**config.mk**
```make
export PLATFORM = sky130hd
export DESIGN_NAME = por_seq_top
export DESIGN_NICKNAME = d
export VERILOG_FILES = /design/src/rtl/por_seq_pkg.sv /design/src/rtl/por_hold_timer.sv /design/src/rtl/por_mode_map.sv /design/src/rtl/por_seq_top.sv
export SDC_FILE = /design/constraint.sdc
export NUM_CORES = 1
export LEC_CHECK = 0
export ABC_CLOCK_PERIOD_IN_PS = 6500
export BUFFER_PORTS_ARGS = -buffer_cell sky130_fd_sc_hd__buf_2
export CORE_ASPECT_RATIO = 1.25
export CORE_MARGIN = 1.5
export CORE_UTILIZATION = 35
export CTS_BUF_LIST = sky130_fd_sc_hd__clkbuf_4
export CTS_CLUSTER_DIAMETER = 80
export DETAILED_ROUTE_END_ITERATION = 6
export GPL_ROUTABILITY_DRIVEN = 1
export MAX_ROUTING_LAYER = met4
export PLACE_DENSITY_LB_ADDON = 0.25
export SYNTH_ARGS = -nofsm -noshare
export SYNTH_HDL_FRONTEND = slang
export SYNTH_SLANG_ARGS = --single-unit
```
**constraint.sdc**
```tcl
create_clock -name clk -period 6.5 [get_ports clk]
set_clock_uncertainty 0.2 [all_clocks]
set_input_delay 0.325 -clock clk [delete_from_list [all_inputs] [get_ports clk]]
set_output_delay 0.325 -clock clk [all_outputs]
set_load 0.01 [all_outputs]
```
**src/rtl/por_seq_pkg.sv**
```systemverilog
package por_seq_pkg;

   typedef enum logic [1:0] {
      SEQ_LOW   = 2'b00,
      SEQ_HIGH  = 2'b01,
      SEQ_FLOAT = 2'b10,
      SEQ_SPARE = 2'b11
   } seq_mode_e;

   localparam int unsigned SEQ_NUM_CH = 2;

endpackage

```
**src/rtl/por_hold_timer.sv**
```systemverilog
module por_hold_timer #(
   parameter int unsigned CNT_W = 20
) (
   input  logic             clk,
   input  logic             rst_n,
   input  logic             qual_i,
   input  logic [CNT_W-1:0] dly_i,
   output logic             rel_o
);

   if (CNT_W < 1 || CNT_W > 32) begin : g_bad_width
      $error("por_hold_timer: CNT_W out of range");
   end

   logic [CNT_W-1:0] cnt_q;
   logic             done_q;

   always_ff @(posedge clk or negedge rst_n) begin
      if (!rst_n) begin
         cnt_q  <= '0;
         done_q <= 1'b0;
      end else if (!qual_i) begin
         cnt_q  <= '0;
         done_q <= 1'b0;
      end else if (!done_q) begin
         if (cnt_q >= dly_i) done_q <= 1'b1;
         else                cnt_q  <= cnt_q + 1'b1;
      end
   end

   assign rel_o = done_q & qual_i;


   rel_needs_qual_chk: assert property (@(posedge clk) disable iff (!rst_n)
      $rose(rel_o) |-> $past(qual_i));


   drop_clears_chk: assert property (@(posedge clk) disable iff (!rst_n)
      !qual_i |=> !done_q);

endmodule

```
**src/rtl/por_mode_map.sv**
```systemverilog
module por_mode_map
   import por_seq_pkg::*;
(
   input  logic [1:0] mode_i,
   input  logic       en_i,
   input  logic       pg1_i,
   input  logic       pg2_i,
   input  logic [1:0] rel_i,
   output logic [1:0] qual_o,
   output logic       rst1_n_o,
   output logic       rst2_n_o,
   output logic       ch2_start_o,
   output logic       wd_arm_o
);

   logic combined;
   logic gated;

   always_comb begin
      combined = (seq_mode_e'(mode_i) == SEQ_LOW);
      gated    = (seq_mode_e'(mode_i) == SEQ_LOW) || (seq_mode_e'(mode_i) == SEQ_HIGH);

      if (combined) begin
         qual_o[0] = en_i & pg1_i & pg2_i;
         qual_o[1] = 1'b0;
         rst1_n_o  = rel_i[0];
         rst2_n_o  = rel_i[0];
      end else begin
         qual_o[0] = en_i & pg1_i;
         qual_o[1] = en_i & pg2_i;
         rst1_n_o  = rel_i[0];
         rst2_n_o  = rel_i[1];
      end

      if (gated) begin
         ch2_start_o = en_i & pg1_i;
         wd_arm_o    = rst1_n_o & rst2_n_o;
      end else begin
         ch2_start_o = en_i;
         wd_arm_o    = rst1_n_o;
      end
   end

endmodule

```
**src/rtl/por_seq_top.sv**
```systemverilog
module por_seq_top
   import por_seq_pkg::*;
#(
   parameter int unsigned DLY_W = 20
) (
   input  logic             clk,
   input  logic             rst_n,
   input  logic             en,
   input  logic [1:0]       mode,
   input  logic             pg1,
   input  logic             pg2,
   input  logic [DLY_W-1:0] dly1,
   input  logic [DLY_W-1:0] dly2,
   output logic             ch2_start,
   output logic             rst1_n,
   output logic             rst2_n,
   output logic             wd_arm
);

   localparam int unsigned NCH = SEQ_NUM_CH;

   if (NCH != 2) begin : g_bad_nch
      $error("por_seq_top: exactly two channels supported");
   end

   logic [NCH-1:0]       qual;
   logic [NCH-1:0]       rel;
   logic [DLY_W-1:0]     dly_arr [NCH];

   assign dly_arr[0] = dly1;
   assign dly_arr[1] = dly2;

   for (genvar c = 0; c < NCH; c++) begin : g_ch
      por_hold_timer #(.CNT_W(DLY_W)) i_tmr (
         .clk    (clk),
         .rst_n  (rst_n),
         .qual_i (qual[c]),
         .dly_i  (dly_arr[c]),
         .rel_o  (rel[c])
      );
   end

   por_mode_map i_map (
      .mode_i      (mode),
      .en_i        (en),
      .pg1_i       (pg1),
      .pg2_i       (pg2),
      .rel_i       (rel),
      .qual_o      (qual),
      .rst1_n_o    (rst1_n),
      .rst2_n_o    (rst2_n),
      .ch2_start_o (ch2_start),
      .wd_arm_o    (wd_arm)
   );


   en_off_chk: assert property (@(posedge clk) disable iff (!rst_n)
      !en |-> (!rst1_n && !rst2_n && !ch2_start && !wd_arm));


   ch2_gate_chk: assert property (@(posedge clk) disable iff (!rst_n)
      (mode[1] == 1'b0 && !pg1) |-> !ch2_start);


   wd_both_chk: assert property (@(posedge clk) disable iff (!rst_n)
      (mode[1] == 1'b0 && wd_arm) |-> (rst1_n && rst2_n));


   low_tied_chk: assert property (@(posedge clk) disable iff (!rst_n)
      (mode == 2'b00) |-> (rst1_n == rst2_n));


   own_flag_chk: assert property (@(posedge clk) disable iff (!rst_n)
      (mode == 2'b01 && rst2_n) |-> pg2);

endmodule

```
# Word level (Yosys, flattened, before mapping)

Index checks and enable logic that the tools add are counted.

Add/subtract/negate cells: 2
Magnitude comparators: 2
Equality and inequality tests: 5
Mux-type cells: 16
Bitwise logic cells: 6
Reduce and logical (&&, ||, !) cells: 4

Operators by type and width:

| operator                                       | count |
|---|---|
| 2-to-1 mux 20 bit                              | 6 |
| adder 20 x 1 -> 20 bit (second input constant) | 2 |
| >= comparator 20 bit                           | 2 |
| 2-to-1 mux 1 bit                               | 9 |
| != test 2 bit (second input constant)          | 4 |
| bitwise AND 1 bit                              | 6 |
| AND reduction 2 bit                            | 2 |
| == test 2 x 1 -> 1 bit (second input constant) | 1 |
| zero test 2 bit                                | 1 |
| 2-to-1 mux 2 bit                               | 1 |
| logical OR 1 bit                               | 1 |

Bits in registers: 42
Output and inout port bits: 4

# Depth between registers and ports, before layout

Word-level depth: 7
Mapped depth: 11

# Cells and area by module

Synthesis repeated with hierarchy kept, for this count alone.

Cell total of the unflattened synthesis: 393
Area, all modules: 3342.0 µm²

Modules (own cells, without submodules):

| module         | times used | cells an instance | area each (µm²) | sequential area each (µm²) |
|---|---|---|---|---|
| por_hold_timer | 2          | 192               | 1637.8          | 525.5 |
| por_mode_map   | 1          | 9                 | 66.3            | 0.0 |

# Worst setup path before layout

OpenSTA, ideal clock, no wires.

Kind: flip-flop to flip-flop
Start point: reg g_ch[0].i_tmr.cnt_q[9]
End point: reg g_ch[0].i_tmr.cnt_q[11]
Setup time: 0.078 ns
Arrival time: 2.347 ns
Setup slack: 3.875 ns
Stages on the path, launching flop included: 10
Period minus slack after synthesis: 2.625 ns
Cells stage by stage: dfrtp_1 ha_1 a21oi_1 o21ai_1 a2111o_1 o211a_1 buf_6 buf_6 or4_1 a21oi_1

Cells in the longest elaborated chain, start to end: 4
Elaborated cells on any way between the ends: 7
Classes of those cells: 1 x add/sub; 1 x order compare; 1 x eq/ne; 3 x mux; 1 x reduce/logical

RTL lines:

| item                   | line                 | source |
|---|---|---|
| start, declared        | por_hold_timer.sv:15 | `logic [CNT_W-1:0] cnt_q;` |
| start signal, assigned | por_hold_timer.sv:27 | `else cnt_q <= cnt_q + 1'b1;` |
| adder 20 x 1 -> 20 bit | por_hold_timer.sv:27 |  |
| 2-to-1 mux 20 bit      | por_hold_timer.sv:26 | `if (cnt_q >= dly_i) done_q <= 1'b1;` |
| 2-to-1 mux 20 bit      | por_hold_timer.sv:25 | `end else if (!done_q) begin` |
| 2-to-1 mux 20 bit      | por_hold_timer.sv:22 | `end else if (!qual_i) begin` |

Several ways; a longest one is shown, not always the timed one. The select of a mux whose other input is x is not followed.
A chain may end at the register's enable or synchronous reset.

# Final worst setup path

Start point: reg g_ch[1].i_tmr.cnt_q[9]
End point: reg g_ch[1].i_tmr.cnt_q[14]

Cells in the longest elaborated chain, start to end: 4
Elaborated cells on any way between the ends: 7
Classes of those cells: 1 x add/sub; 1 x order compare; 1 x eq/ne; 3 x mux; 1 x reduce/logical

RTL lines:

| item                   | line |
|---|---|
| start, declared        | por_hold_timer.sv:15 |
| start signal, assigned | por_hold_timer.sv:27 |
| adder 20 x 1 -> 20 bit | por_hold_timer.sv:27 |
| 2-to-1 mux 20 bit      | por_hold_timer.sv:26 |
| 2-to-1 mux 20 bit      | por_hold_timer.sv:25 |
| 2-to-1 mux 20 bit      | por_hold_timer.sv:22 |

Several ways; a longest one is shown, not always the timed one. The select of a mux whose other input is x is not followed.

==> summary.md <==
| Metric | Value |
|---|---|
| Placed Area | `0.00369 mm^2` |
| Finished layout cell area | `0.00380 mm^2` |
| Root Driver | `clkbuf_4` |
| Overflow after GRT | `0` |
| Vias per cell | `5.53` |
| FMAX | `315 MHz` |
| Post-synth ARST share | `1.00` |
| Reg2reg end | `g_ch[1].i_tmr.cnt_q[14]` |
| Fillers | `964` |
| Final period utilization | `0.489` |
| Beginning of the worst hold path | `pg2` |
| Placed insts | `554` |
| R2R cell count | `7` |
| Hold EP | `g_ch[1].i_tmr.cnt_q[11]` |
| Total Routed Length | `8080 um` |
| Layout Nets | `528` |
| CP Launch Type | `flip-flop` |
| Crit-path max cell delay | `0.93 ns` |
| Crit path cell chain | `ha_1 > nand4_1 > nor4_1 > nand3_1 > o211ai_2 > o21ai_0 > a21oi_1` |
| Die Height | `112 um` |
| Top FF cell, synth | `dfrtp_1` |
| Synth top cells by count | `a21oi_1, dfrtp_1, ha_1` |
| First-pass GRT wire length | `14000 um` |
| Synth warn | `0` |
| Die W | `90.2 um` |
| Post-Syn Area per Cell | `8.47 um^2` |
| Gpl congestion | `0.763` |
| CP Data Arrival Time | `3.27 ns` |
| Worst reg2reg setup slack | `3.32 ns` |
| Initial antenna violation count | `0` |
| Setup bufs post-CTS | `0` |
| Layout cells sized above 1 | `0.148` |
| WL/cell | `14.4 um` |
| Post-synth net total | `482` |
| Top cells by area, synth | `dfrtp_1, ha_1, a21oi_1` |
| HPWL Detailed | `6130 um` |
| Min-Delay Path Class | `input port to flip-flop` |
| Post-synthesis sequential area ratio | `0.316` |
| Top cell type's share of synthesized area | `0.316` |
| Endpoints failing hold | `0` |
| Synthesized flop and latch total | `42` |
| Num rows | `39` |
| Vias in the first global route | `3057` |
| Synth area leader | `dfrtp_1` |
| Filler-free cell count of the finished design | `563` |
| CTS tree | `built` |
| Most common cell in the netlist | `a21oi_1` |
| Cell Pwr Density | `140 mW/mm^2` |
| Slew Viols, Final | `0` |
| Synth unique cells | `45` |
| Syn Inst Count | `393` |
| Sink Count | `42` |
| Vias | `3113` |
| Boundary Pins | `51` |
| Number of buffers created by CTS | `5` |
| Initial core utilization | `0.363` |
| # DRC | `0` |
| Clock buffer depth | `2` |
| Unrepaired setup endpoints after global routing | `false` |
| CP endpoint kind | `flip-flop` |
| Initial drt markers | `113` |
| Minimum clock period | `3.18 ns` |
| Core region area | `0.00917 mm^2` |
| GR Util All Layers | `0.173` |
| Worst Max-Slew Pin Slew | `1.17 ns` |
| Status | `finished, final reports clean` |
| VDD IR-drop max | `0.0000926 V` |
| Final setup fails | `0` |
| Post-route ant nets | `0` |
| PortBufs | `50` |
| Mapped Area | `0.00333 mm^2` |
| Critical path class | `flip-flop to flip-flop` |
| Maxcap violations | `0` |
| Setup TNS | `0 ns` |
| DRT Pass-1 Iters | `4` |
| Worst-path fanout max | `34` |
| Clock latency on the worst-skew pair | `0.38 ns` |
| CP required | `6.59 ns` |
| Reg2reg start | `g_ch[1].i_tmr.cnt_q[9]` |
| Leak Pwr | `1.80 nW` |
| Largest net degree at the start of global routing | `43` |
| # diodes | `0` |
| H-tree Lvls | `2` |
| Number of synthesized flops with an enable pin | `0` |
| Worst path slowest cell | `o211ai_2` |
| Clock-pin slew on the worst setup and hold paths | `0.15 ns` |
| Synthesis-to-finish area growth | `14.1%` |
| Hold path cells | `4` |
| Slew headroom | `0.217` |
| Die area | `0.0101 mm^2` |
==> worst max-delay path: cells and delay by family (launching register included) <==
family	cells	cell delay [ns]
AO/OA/AOI/OAI	3	1.32
adder cells (fa/ha/maj)	1	0.32
AND/OR/NAND/NOR	3	0.76
flip-flops	1	0.46
==> sequential cells by signal, indices dropped and copies added (netlist names) <==
| signal | cells |
|---|---|
| g_ch.i_tmr.cnt_q | 40 |
| g_ch.i_tmr.done_q | 2 |
==> stage by stage <==
stage | total power [mW] | hold slack (ns) | worst slack (ns) | utilization
floorplan | 0.295 | -0.171 | 3.88 | -
global placement | 0.322 | 0.352 | 3.45 | 0.402
detailed placement | 0.324 | 0.339 | 3.31 | 0.402
CTS | 0.536 | 0.143 | 3.28 | 0.414
global route | 0.556 | 0.152 | 2.93 | 0.414
finish | 0.531 | 0.144 | 3.32 | 0.414
==> placed cells by master (no fill, tap or decap), drive strengths merged, types with 16 or more instances in the layout <==
| master | n |
|---|---|
| nand3 | 20 |
| a21oi | 45 |
| inv | 40 |
| buf | 52 |
| nand2 | 34 |
| dfrtp | 42 |
| or4 | 25 |
| nor2 | 16 |
| o31ai | 23 |
| ha | 42 |
==> layer usage <==
layer	track usage	share of wire	routed length (um)	up-vias
met5	-	0	0	-
met3	0.0305	0.041	330	7
met4	0.0561	0.011	85	0
li1	-	-	-	1573
met2	0.298	0.51	4130	79
met1	0.205	0.44	3540	1454
==> worst max path at each step <==
stage	cells after the start	end	slack, ns	startpoint
final	7	g_ch[1].i_tmr.cnt_q[14]	3.32	g_ch[1].i_tmr.cnt_q[9]
after global routing	7	g_ch[1].i_tmr.cnt_q[14]	2.93	g_ch[1].i_tmr.cnt_q[9]
after CTS	7	g_ch[1].i_tmr.cnt_q[14]	3.28	g_ch[1].i_tmr.cnt_q[9]
after detailed placement	7	g_ch[1].i_tmr.cnt_q[14]	3.31	g_ch[1].i_tmr.cnt_q[9]
after global placement	8	g_ch[0].i_tmr.cnt_q[3]	3.45	g_ch[0].i_tmr.cnt_q[0]
after floorplan	9	g_ch[0].i_tmr.cnt_q[11]	3.88	g_ch[0].i_tmr.cnt_q[9]
==> kinds of logic (layout without fill, tap and decap cells) <==
group	Yosys count	count (layout)	synth area share
buf+inv	54	101	0.0658
compound gates	107	107	0.210
mux	4	4	0.0120
flops	42	42	0.316
simple gates	144	144	0.239
fa+ha+maj	42	42	0.158
==> final cells by class <==
cell class | instances | area (um^2) | share of cell area
clock buffer | 5 | 37.5 | 0.00988
timing repair buffer | 53 | 275 | 0.0725
inverter | 40 | 150 | 0.0395
tap | 123 | 154 | 0.0405
clock inverter | 3 | 63.8 | 0.0168
multi-input combinational | 297 | 2070 | 0.544
sequential | 42 | 1050 | 0.277
==> repair_timing <==
item / in CTS / in global routing
endpoints found under the setup margin: 0 / 0
hold buffers: 1 / 0
endpoints found under the hold margin: 42 / 0
resized for setup: 0 / 0
==> power by group <==
group          total [mW]  switching [mW]  internal, mW
Combinational      0.0546          0.0311        0.0235
Clock               0.213          0.0943         0.119
Sequential          0.264         0.00147         0.262
Total               0.531           0.127         0.404
No activity file was read; power rests on OpenSTA's default activity.
